### config.mk
export PLATFORM = sky130hd
export DESIGN_NAME = master_phase_timer
export DESIGN_NICKNAME = d
export VERILOG_FILES = /design/src/rtl/mpt_pkg.sv /design/src/rtl/mpt_ctrl.sv /design/src/rtl/mpt_datapath.sv /design/src/rtl/mpt_router.sv /design/src/rtl/master_phase_timer.sv
export SDC_FILE = /design/constraint.sdc
export NUM_CORES = 1
export LEC_CHECK = 0
export ABC_AREA = 1
export BUFFER_PORTS_ARGS = -buffer_cell sky130_fd_sc_hd__buf_2
export CORE_MARGIN = 2
export CORE_UTILIZATION = 50
export DETAILED_ROUTE_END_ITERATION = 6
export PLACE_DENSITY_LB_ADDON = 0.08
export REMOVE_ABC_BUFFERS = 1
export SLEW_MARGIN = 20
export SYNTH_ARGS = -nofsm -noshare
export SYNTH_HDL_FRONTEND = slang
export SYNTH_SLANG_ARGS = --single-unit
### constraint.sdc
create_clock -name clk -period 2.05 [get_ports clk]
set_input_delay 0.205 -clock clk [delete_from_list [all_inputs] [get_ports clk]]
set_output_delay 0.205 -clock clk [all_outputs]
set_load 0.02 [all_outputs]
### src/rtl/mpt_pkg.sv
package mpt_pkg;

  // Strobes from the control to the datapath, one set per cycle.
  typedef struct packed {
    logic cntClear;    // force counter to zero on the next edge
    logic cntInc;      // advance counter on the next edge
    logic shadowLoad;  // copy shadow period/compare into active registers
    logic evtEn;       // allow compare and wrap events this cycle
  } mptStrobes_t;

endpackage

### src/rtl/mpt_ctrl.sv
module mpt_ctrl
  import mpt_pkg::*;
(
  input  logic        enable,
  input  logic        periodMatch,
  output mptStrobes_t strb
);

  logic wrapNow;

  assign wrapNow = enable & periodMatch;

  always_comb begin
    strb.evtEn      = enable;
    strb.cntInc     = enable & ~periodMatch;
    strb.cntClear   = ~enable | wrapNow;
    strb.shadowLoad = ~enable | wrapNow;
  end

endmodule

### src/rtl/mpt_datapath.sv
module mpt_datapath
  import mpt_pkg::*;
#(
  parameter int CNT_W   = 16,
  parameter int NUM_CMP = 4
)(
  input  logic                     clk,
  input  logic                     rst_n,
  input  mptStrobes_t              strb,
  input  logic [CNT_W-1:0]         periodIn,
  input  logic [NUM_CMP*CNT_W-1:0] cmpValIn,
  output logic [CNT_W-1:0]         count,
  output logic [CNT_W-1:0]         actPeriod,
  output logic                     periodMatch,
  output logic [NUM_CMP-1:0]       cmpEvent,
  output logic                     rollover
);

  localparam logic [CNT_W-1:0] CNT_ONE = {{(CNT_W-1){1'b0}}, 1'b1};

  logic [CNT_W-1:0] cntQ;
  logic [CNT_W-1:0] perQ;

  always_ff @(posedge clk or negedge rst_n) begin
    if (!rst_n) begin
      cntQ <= '0;
    end else if (strb.cntClear) begin
      cntQ <= '0;
    end else if (strb.cntInc) begin
      cntQ <= cntQ + CNT_ONE;
    end
  end

  always_ff @(posedge clk or negedge rst_n) begin
    if (!rst_n) begin
      perQ <= '0;
    end else if (strb.shadowLoad) begin
      perQ <= periodIn;
    end
  end

  assign periodMatch = (cntQ == perQ);
  assign rollover    = strb.evtEn & periodMatch;
  assign count       = cntQ;
  assign actPeriod   = perQ;

  for (genvar k = 0; k < NUM_CMP; k++) begin : g_cmp
    logic [CNT_W-1:0] cmpQ;

    always_ff @(posedge clk or negedge rst_n) begin
      if (!rst_n) begin
        cmpQ <= '0;
      end else if (strb.shadowLoad) begin
        cmpQ <= cmpValIn[k*CNT_W +: CNT_W];
      end
    end

    assign cmpEvent[k] = strb.evtEn & (cntQ == cmpQ);
  end

endmodule

### src/rtl/mpt_router.sv
module mpt_router #(
  parameter int NUM_CMP  = 4,
  parameter int NUM_OUT  = 12,
  parameter int NUM_SYNC = 6
)(
  input  logic                        clk,
  input  logic                        rst_n,
  input  logic [NUM_CMP-1:0]          cmpEvent,
  input  logic [NUM_CMP*NUM_OUT-1:0]  setMaskIn,
  input  logic [NUM_CMP*NUM_OUT-1:0]  rstMaskIn,
  input  logic [NUM_CMP*NUM_SYNC-1:0] syncMaskIn,
  output logic [NUM_OUT-1:0]          setReq,
  output logic [NUM_OUT-1:0]          rstReq,
  output logic [NUM_SYNC-1:0]         syncPulse,
  output logic [NUM_OUT-1:0]          pwmOut
);

  for (genvar i = 0; i < NUM_OUT; i++) begin : g_out
    logic [NUM_CMP-1:0] setHits;
    logic [NUM_CMP-1:0] rstHits;
    logic               latchQ;

    for (genvar k = 0; k < NUM_CMP; k++) begin : g_src
      assign setHits[k] = cmpEvent[k] & setMaskIn[k*NUM_OUT + i];
      assign rstHits[k] = cmpEvent[k] & rstMaskIn[k*NUM_OUT + i];
    end

    assign rstReq[i] = |rstHits;
    assign setReq[i] = (|setHits) & ~(|rstHits);

    always_ff @(posedge clk or negedge rst_n) begin
      if (!rst_n) begin
        latchQ <= 1'b0;
      end else if (rstReq[i]) begin
        latchQ <= 1'b0;
      end else if (setReq[i]) begin
        latchQ <= 1'b1;
      end
    end

    assign pwmOut[i] = latchQ;
  end

  for (genvar j = 0; j < NUM_SYNC; j++) begin : g_sync
    logic [NUM_CMP-1:0] syncHits;
    for (genvar k = 0; k < NUM_CMP; k++) begin : g_src
      assign syncHits[k] = cmpEvent[k] & syncMaskIn[k*NUM_SYNC + j];
    end
    assign syncPulse[j] = |syncHits;
  end

endmodule

### src/rtl/master_phase_timer.sv
module master_phase_timer
  import mpt_pkg::*;
#(
  parameter int CNT_W    = 16,
  parameter int NUM_CMP  = 4,
  parameter int NUM_OUT  = 12,
  parameter int NUM_SYNC = 6
)(
  input  logic                        clk,
  input  logic                        rst_n,
  input  logic                        enable,
  input  logic [CNT_W-1:0]            periodIn,
  input  logic [NUM_CMP*CNT_W-1:0]    cmpValIn,
  input  logic [NUM_CMP*NUM_OUT-1:0]  setMaskIn,
  input  logic [NUM_CMP*NUM_OUT-1:0]  rstMaskIn,
  input  logic [NUM_CMP*NUM_SYNC-1:0] syncMaskIn,
  output logic [CNT_W-1:0]            count,
  output logic [NUM_CMP-1:0]          cmpEvent,
  output logic                        rollover,
  output logic [NUM_OUT-1:0]          setReq,
  output logic [NUM_OUT-1:0]          rstReq,
  output logic [NUM_SYNC-1:0]         syncPulse,
  output logic [NUM_OUT-1:0]          pwmOut
);

  mptStrobes_t      strb;
  logic             periodMatch;
  logic [CNT_W-1:0] actPeriod;

  mpt_ctrl u_ctrl (
    .enable      (enable),
    .periodMatch (periodMatch),
    .strb        (strb)
  );

  mpt_datapath #(
    .CNT_W   (CNT_W),
    .NUM_CMP (NUM_CMP)
  ) u_dp (
    .clk         (clk),
    .rst_n       (rst_n),
    .strb        (strb),
    .periodIn    (periodIn),
    .cmpValIn    (cmpValIn),
    .count       (count),
    .actPeriod   (actPeriod),
    .periodMatch (periodMatch),
    .cmpEvent    (cmpEvent),
    .rollover    (rollover)
  );

  mpt_router #(
    .NUM_CMP  (NUM_CMP),
    .NUM_OUT  (NUM_OUT),
    .NUM_SYNC (NUM_SYNC)
  ) u_route (
    .clk        (clk),
    .rst_n      (rst_n),
    .cmpEvent   (cmpEvent),
    .setMaskIn  (setMaskIn),
    .rstMaskIn  (rstMaskIn),
    .syncMaskIn (syncMaskIn),
    .setReq     (setReq),
    .rstReq     (rstReq),
    .syncPulse  (syncPulse),
    .pwmOut     (pwmOut)
  );

endmodule

# [After elaboration in Yosys (flattened, before gate mapping)]
# Index checks and enable logic that the tools add are counted.
[classes] bitwise_logic=153 n_mux=26 n_reduce_logical=43 addsub=1 n_eq_ne=5
[op_table] cell="$and A1 B1 Y1" count=138
[op_table] cell="$reduce_or A4 Y1" count=30
[op_table] cell="$eq A16 B16 Y1" count=5
[op_table] cell="$mux W16" count=2
[op_table] cell="$reduce_bool A2 Y1" count=13
[op_table] cell="$mux W1" count=24
[op_table] cell="$add A16 B1 Y16 const B" count=1
[op_table] cell="$not A1 Y1" count=14
[op_table] cell="$or A1 B1 Y1" count=1
[totals] reg_bits=108 inputBits=203 output_inout_bits=63

# [Longest topological paths before layout]
[depth] depth_word=8 mapped_depth=14 mapped_depth_nobuf=12

# [Cells and area by module]
# Synthesis repeated with hierarchy kept, for this count alone.
[unflattened] cells_unflattened=958 area_unflattened_um2=6678.9
[by_module_without_submodules] mod="mpt_datapath" cells_per_inst=634 instances=1 area_each_um2=5062.4 seq_area_each_um2=2402.3
[by_module_without_submodules] mod="mpt_router" cells_per_inst=318 instances=1 area_each_um2=1584.0 seq_area_each_um2=300.3
[by_module_without_submodules] mod="mpt_ctrl" cells_per_inst=6 instances=1 area_each_um2=32.5 seq_area_each_um2=0.0

# [Least setup slack after synthesis]
# Ideal clock, no wire load.
[synth_timing] path_kind="register to output" start="register u_dp.cntQ[3], in the netlist u_dp.count[3]" end="output syncPulse[0]" arrival_ps=1850 slack_ps=-5 path_stages_with_launch=9 path_cell_list="dfrtp_1 > buf_4 > xor2_1 > nor3_2 > buf_2 > nand3_1 > inv_2 > nand2_1 > nand4_1"
[synth_between] elab_chain_cells=4 elab_cells_between_ends=13 cone_classes="4 x eq/ne; 8 x bitwise; 1 x reduce/logical"
[synth_rtl] element="start: declaration" line_no="mpt_datapath.sv:21" rtl="logic [CNT_W-1:0] cntQ;"
[synth_rtl] element="start signal: assignment" line_no="mpt_datapath.sv:30" rtl="cntQ <= cntQ + CNT_ONE;"
[synth_rtl] element="$eq A16 B16 Y1" line_no="mpt_datapath.sv:58" rtl="assign cmpEvent[k] = strb.evtEn & (cntQ == cmpQ);"
[synth_rtl] element="$and A1 B1 Y1" line_no="mpt_datapath.sv:58"
[synth_rtl] element="via cmpEvent[3]" line_no="master_phase_timer.sv:18" rtl="output logic [NUM_CMP-1:0] cmpEvent,"
[synth_rtl] element="$and A1 B1 Y1" line_no="mpt_router.sv:47" rtl="assign syncHits[k] = cmpEvent[k] & syncMaskIn[k*NUM_SYNC + j];"
[synth_rtl] element="$reduce_or A4 Y1" line_no="mpt_router.sv:49" rtl="assign syncPulse[j] = |syncHits;"
[synth_rtl] element="end: declaration" line_no="master_phase_timer.sv:22" rtl="output logic [NUM_SYNC-1:0] syncPulse,"
# The timed path passes the listed nets, and every way through them passes these cells.

# [Worst setup path in the final report]
[layout_timing] start="register u_dp.cntQ[11], in the netlist u_dp.count[11]" end="output setReq[7]"
[layout_between] elab_chain_cells=6 elab_cells_between_ends=20 cone_classes="4 x eq/ne; 14 x bitwise; 2 x reduce/logical"
[layout_rtl] element="$eq A16 B16 Y1" line_no="mpt_datapath.sv:58"
[layout_rtl] element="$and A1 B1 Y1" line_no="mpt_datapath.sv:58"
[layout_rtl] element="$and A1 B1 Y1" line_no="mpt_router.sv:25" rtl="assign rstHits[k] = cmpEvent[k] & rstMaskIn[k*NUM_OUT + i];"
[layout_rtl] element="$reduce_or A4 Y1" line_no="mpt_router.sv:29" rtl="assign setReq[i] = (|setHits) & ~(|rstHits);"
[layout_rtl] element="$not A1 Y1" line_no="mpt_router.sv:29"
[layout_rtl] element="$and A1 B1 Y1 *" line_no="mpt_router.sv:29"
[layout_rtl] element="end: declaration" line_no="master_phase_timer.sv:20" rtl="output logic [NUM_OUT-1:0] setReq,"
# Mark *: on every way between the ends. The rest lies on a longest branch, timed or not.

==> impl_results.html <==
<table>
<tr><th>Metric</th><th>Value</th></tr>
<tr><th colspan="2">Floorplanning</th></tr>
<tr><td>Initial core utilization</td><td>0.512</td></tr>
<tr><td>Boundary pin count</td><td>266</td></tr>
<tr><td>Placeable core region</td><td>13800 sq um</td></tr>
<tr><td>Site row count</td><td>43</td></tr>
<tr><td>Vert. Die Dim</td><td>123 um</td></tr>
<tr><td>Floorplan die width</td><td>123 um</td></tr>
<tr><td>DIE AREA</td><td>15100 sq um</td></tr>
<tr><th colspan="2">STA</th></tr>
<tr><td>Final min period</td><td>2.55 ns</td></tr>
<tr><td>Worst hold margin</td><td>0.0189 ns</td></tr>
<tr><td>Slew @ Worst Pin</td><td>0.589 ns</td></tr>
<tr><td>Final count of hold timing violations</td><td>0</td></tr>
<tr><td>Setup violations, final</td><td>118</td></tr>
<tr><td>Final worst clock skew</td><td>0.0161 ns</td></tr>
<tr><td>F_max</td><td>392 MHz</td></tr>
<tr><td>RSZ-0062 raised after global routing</td><td>true</td></tr>
<tr><td>Slew Limit Headroom</td><td>0.607</td></tr>
<tr><td>Number of max-slew violations in the final report</td><td>0</td></tr>
<tr><td>Worst path setup slack after routing</td><td>-0.503 ns</td></tr>
<tr><td>Share of the cycle needed by the critical path after routing</td><td>1.25</td></tr>
<tr><th colspan="2">Worst setup path</th></tr>
<tr><td>Classification of the worst setup path</td><td>reg2out</td></tr>
<tr><td>Worst Path Buf+Inv</td><td>4</td></tr>
<tr><td>Cells along the critical path</td><td>buf_6 -&gt; nand2_1 -&gt; o21ai_2 -&gt; nor2_1 -&gt; nand2_1 -&gt; nor2_4 -&gt; clkbuf_16 -&gt; nand4_1 -&gt; nand2_2 -&gt; nor2_4 -&gt; nand2_2 -&gt; inv_2 -&gt; buf_6</td></tr>
<tr><td>Worst Setup Start Kind</td><td>flop</td></tr>
<tr><td>Family with the most delay on the worst path</td><td>simple AND/OR/NAND/NOR gates</td></tr>
<tr><td>Data required time at the worst endpoint</td><td>1.85 ns</td></tr>
<tr><td>Cell with the largest stage delay on the worst path</td><td>sky130_fd_sc_hd__dfrtp_2</td></tr>
<tr><td>Maximum fanout along the worst path</td><td>7</td></tr>
<tr><td>Critical Path End Type</td><td>output pin</td></tr>
<tr><td>Largest stage delay on the critical path</td><td>0.50 ns</td></tr>
<tr><td>Data arrival time of the critical path</td><td>2.35 ns</td></tr>
<tr><th colspan="2">Placed design</th></tr>
<tr><td>Instance area after placement</td><td>8870 sq um</td></tr>
<tr><td>Post-detailed-placement half-perimeter wirelength</td><td>17900 um</td></tr>
<tr><td>Quantity of I/O buffers inserted on ports</td><td>265</td></tr>
<tr><td>Placed insts</td><td>1459</td></tr>
<tr><td>Gp weighted congestion</td><td>0.918</td></tr>
<tr><th colspan="2">Clocking</th></tr>
<tr><td>Clock input transition at the sequential cells of the worst setup and hold paths</td><td>0.09 ns</td></tr>
<tr><td>Clock buffers created by TritonCTS</td><td>9</td></tr>
<tr><td>Clock network latency to the later pin of the worst-skew pair</td><td>0.37 ns</td></tr>
<tr><td>TritonCTS clock tree</td><td>done</td></tr>
<tr><td>Sink count of the clock tree</td><td>108</td></tr>
<tr><td>Root buffer cell</td><td>sky130_fd_sc_hd__clkbuf_16</td></tr>
<tr><td>CTS H-tree lvls</td><td>3</td></tr>
<tr><td>CTS max path bufs</td><td>2</td></tr>
<tr><th colspan="2">GRT</th></tr>
<tr><td>Number of antenna violations at the first check in global routing</td><td>1</td></tr>
<tr><td>Global-route wire length before repair</td><td>40100 um</td></tr>
<tr><td>Met3 layer usage reported by global route</td><td>0.0595</td></tr>
<tr><td>Vias in the first global route</td><td>8057</td></tr>
<tr><td>Largest net degree at the start of global routing</td><td>109</td></tr>
<tr><td>Global-route met2 utilization</td><td>0.597</td></tr>
<tr><td>Global-route congestion overflow total</td><td>0</td></tr>
<tr><td>Global-route track usage on met1</td><td>0.419</td></tr>
<tr><td>Busiest grt layer</td><td>met2</td></tr>
<tr><td>Overall global routing resource usage</td><td>0.349</td></tr>
<tr><th colspan="2">Route</th></tr>
<tr><td>Via count normalized by instance count</td><td>5.70</td></tr>
<tr><td>Post-Route WL</td><td>29500 um</td></tr>
<tr><td>Detailed-router iteration count before antenna repair</td><td>6</td></tr>
<tr><td>Initial DRC count</td><td>878</td></tr>
<tr><td>Final routed wire length divided by cell count</td><td>19.2 um</td></tr>
<tr><td>Antenna violation net count after detailed routing</td><td>0</td></tr>
<tr><td>Routed via count</td><td>8741</td></tr>
<tr><td>Post-route DRC violation count</td><td>0</td></tr>
<tr><th colspan="2">Pwr</th></tr>
<tr><td>Combinational Power Share</td><td>0.234</td></tr>
<tr><td>Reported leakage power</td><td>5.87 nW</td></tr>
<tr><td>Sequential fraction of design power</td><td>0.438</td></tr>
<tr><td>Internal power</td><td>3.73 mW</td></tr>
<tr><td>Total power divided by cell area</td><td>504 nW/um^2</td></tr>
<tr><td>Switching Fraction</td><td>0.319</td></tr>
<tr><td>IR Drop Worst-Case VDD</td><td>0.469 mV</td></tr>
<tr><td>Pwr Total</td><td>5.48 mW</td></tr>
<tr><td>Switching power</td><td>1.75 mW</td></tr>
<tr><td>Clock network power share</td><td>0.327</td></tr>
<tr><th colspan="2">Finish</th></tr>
<tr><td>Fraction of layout instances using a drive strength above 1</td><td>0.443</td></tr>
<tr><td>Growth of design area from synthesis to finish</td><td>53.5%</td></tr>
<tr><td>Non-filler cells, final</td><td>1533</td></tr>
<tr><td>Area occupied by multi-input gates</td><td>3930 sq um</td></tr>
<tr><td>Area of all placed cells without fillers</td><td>10900 sq um</td></tr>
<tr><td>Fill count</td><td>991</td></tr>
<tr><td>Register cell area after layout</td><td>2720 sq um</td></tr>
<tr><td>Final net count</td><td>1551</td></tr>
<tr><th colspan="2">Yosys</th></tr>
<tr><td>Area fraction in and, or, nand and nor cells after synthesis</td><td>0.388</td></tr>
<tr><td>Ys flop type</td><td>sky130_fd_sc_hd__dfrtp_1</td></tr>
<tr><td>Flip-flop and latch count after synthesis</td><td>108</td></tr>
<tr><td>Share of the yosys chip area belonging to registers</td><td>0.382</td></tr>
<tr><td>Post-synthesis async set-or-reset flop share</td><td>1.00</td></tr>
<tr><td>Combinational family with the most area after synthesis</td><td>simple AND/OR/NAND/NOR gates</td></tr>
<tr><td>Average instance area after synthesis</td><td>6.98 sq um</td></tr>
<tr><td>XOR/XNOR Fraction of Synth Area</td><td>0.0260</td></tr>
<tr><td>Post-synthesis compound-gate area fraction</td><td>0.0700</td></tr>
<tr><td>Count of mapped cells out of synthesis</td><td>1014</td></tr>
<tr><td>Share of synthesized cell area in full adder, half adder and majority cells</td><td>0.00177</td></tr>
<tr><td>Post-synth design cell area</td><td>7070 sq um</td></tr>
<tr><td>Number of distinct standard cells referenced by the synthesized netlist</td><td>33</td></tr>
<tr><td>YS warnings</td><td>0</td></tr>
<tr><td>Number of synthesized flops with an enable pin</td><td>0</td></tr>
<tr><td>Mux share of post-synthesis cell area</td><td>0</td></tr>
<tr><th colspan="2">Min path</th></tr>
<tr><td>Type of the worst min-delay path</td><td>in2reg</td></tr>
<tr><th colspan="2">Run status</th></tr>
<tr><td>Violations in the final reports</td><td>setup timing</td></tr>
<tr><td>Run status</td><td>finished, violations left</td></tr>
<tr><th colspan="2">Flow run</th></tr>
<tr><td>Max_cap viols</td><td>0</td></tr>
</table>
==> cell usage after synthesis, types with 2 or more instances <==
library cell / instances / share of area
sky130_fd_sc_hd__a21oi_1: 6 / 0.0042
sky130_fd_sc_hd__buf_1: 3 / 0.0016
sky130_fd_sc_hd__buf_2: 26 / 0.018
sky130_fd_sc_hd__buf_4: 27 / 0.029
sky130_fd_sc_hd__buf_6: 8 / 0.013
sky130_fd_sc_hd__clkbuf_1: 5 / 0.0027
sky130_fd_sc_hd__dfrtp_1: 108 / 0.38
sky130_fd_sc_hd__inv_1: 103 / 0.055
sky130_fd_sc_hd__inv_2: 17 / 0.0090
sky130_fd_sc_hd__nand2_1: 364 / 0.19
sky130_fd_sc_hd__nand2_2: 11 / 0.0097
sky130_fd_sc_hd__nand3_1: 40 / 0.028
sky130_fd_sc_hd__nand4_1: 109 / 0.096
sky130_fd_sc_hd__nor2_1: 54 / 0.029
sky130_fd_sc_hd__nor2_2: 6 / 0.0053
sky130_fd_sc_hd__nor2_4: 2 / 0.0032
sky130_fd_sc_hd__nor3_1: 12 / 0.0085
sky130_fd_sc_hd__nor3_2: 3 / 0.0042
sky130_fd_sc_hd__nor3b_1: 5 / 0.0053
sky130_fd_sc_hd__o211ai_1: 4 / 0.0042
sky130_fd_sc_hd__o21ai_0: 50 / 0.035
sky130_fd_sc_hd__o21ai_1: 6 / 0.0042
sky130_fd_sc_hd__o21ai_2: 16 / 0.020
sky130_fd_sc_hd__xnor2_1: 11 / 0.014
sky130_fd_sc_hd__xor2_1: 10 / 0.012
==> state kept, by name, summed over array words and instances, names as in the netlist <==
register,cells
u_dp.actPeriod,16
u_dp.count,16
u_route.g_out.latchQ,12
u_dp.g_cmp.cmpQ,64
==> worst reg2reg max path: cells and delay by family (launching register included) <==
kind,cells,cell delay (ns)
flops,1,0.50
buf+inv,7,0.96
simple gates,7,0.60
==> layout make-up <==
type / instances / share of cell area
multi-input combinational: 715 / 0.361
clock buffer: 10 / 0.0220
inverter: 120 / 0.0440
clock inverter: 6 / 0.00507
antenna: 1 / 0.000230
sequential: 108 / 0.250
tap: 180 / 0.0207
timing repair buffer: 393 / 0.296
==> cells in the final DEF (no fill, tap or decap), types with 14 or more instances in the layout <==
cell,n
sky130_fd_sc_hd__nand2_2,56
sky130_fd_sc_hd__buf_4,60
sky130_fd_sc_hd__inv_2,20
sky130_fd_sc_hd__dfrtp_1,96
sky130_fd_sc_hd__buf_12,23
sky130_fd_sc_hd__o21ai_1,23
sky130_fd_sc_hd__nor2_2,19
sky130_fd_sc_hd__nand2_1,306
sky130_fd_sc_hd__buf_6,58
sky130_fd_sc_hd__o21ai_2,27
sky130_fd_sc_hd__o21ai_0,22
sky130_fd_sc_hd__nor2_1,29
sky130_fd_sc_hd__nor2_4,14
sky130_fd_sc_hd__inv_1,91
sky130_fd_sc_hd__buf_2,229
sky130_fd_sc_hd__clkbuf_16,22
sky130_fd_sc_hd__nand3_1,35
sky130_fd_sc_hd__nand4_1,109
==> path summary, 6_finish.rpt <==
path                                          startpoint                        to  slack, ns  cells after the start
worst max-delay path                      u_dp.count[11]                 setReq[7]      -0.50                     13
worst min-delay path                         periodIn[6]         u_dp.actPeriod[6]       0.02                      3
worst max register to register            u_dp.count[11]             u_dp.count[7]      -0.14                     14
worst min register to register  u_route.g_out[10].latchQ  u_route.g_out[10].latchQ       0.49                      2
max in group asynchronous                          rst_n             u_dp.count[5]       1.12                      3
min in group asynchronous                          rst_n     u_dp.g_cmp[1].cmpQ[0]       0.46                      3
==> what timing repair did <==
action / 4_1_cts / 5_1_grt
endpoints found under the hold margin: 108 / 0
setup endpoints to repair: 62 / 130
hold buffers: 1 / 0
pin swaps: 18 / 56
gates cloned: 6 / 20
buffers inserted: 24 / 16
resized for setup: 136 / 183
==> metrics by stage <==
stage,setup TNS (ns),util,worst slack [ns]
after floorplan,-54.86,-,-0.539
after CTS,-10.23,0.718,-0.378
after global routing,-28.67,0.785,-0.589
final,-18.12,0.785,-0.503
after detailed placement,-0.632,0.642,-0.0671
after global placement,-0.240,0.642,-0.0385
==> layer usage <==
layer / vias to the layer above / part of all wire
li1: 3939 / -
met5: - / 0
met1: 4055 / 0.36
met3: 144 / 0.096
met2: 603 / 0.49
met4: 0 / 0.053
==> cells by family after synthesis <==
logic type	after synthesis
flip-flops	108
XOR/XNOR	21
adder cells (fa/ha/maj)	1
buffers and inverters	191
AND/OR/NAND/NOR	609
AO/OA/AOI/OAI	84
==> power groups by stage <==
stage	sequential (mW)	clock [mW]	combinational (mW)
floorplan	2.42	0	0.438
global placement	2.42	0	0.953
detailed placement	2.42	0	0.962
CTS	2.39	1.79	1.06
global route	2.41	1.88	1.39
finish	2.40	1.79	1.28
(Power assumes the default switching activity.)
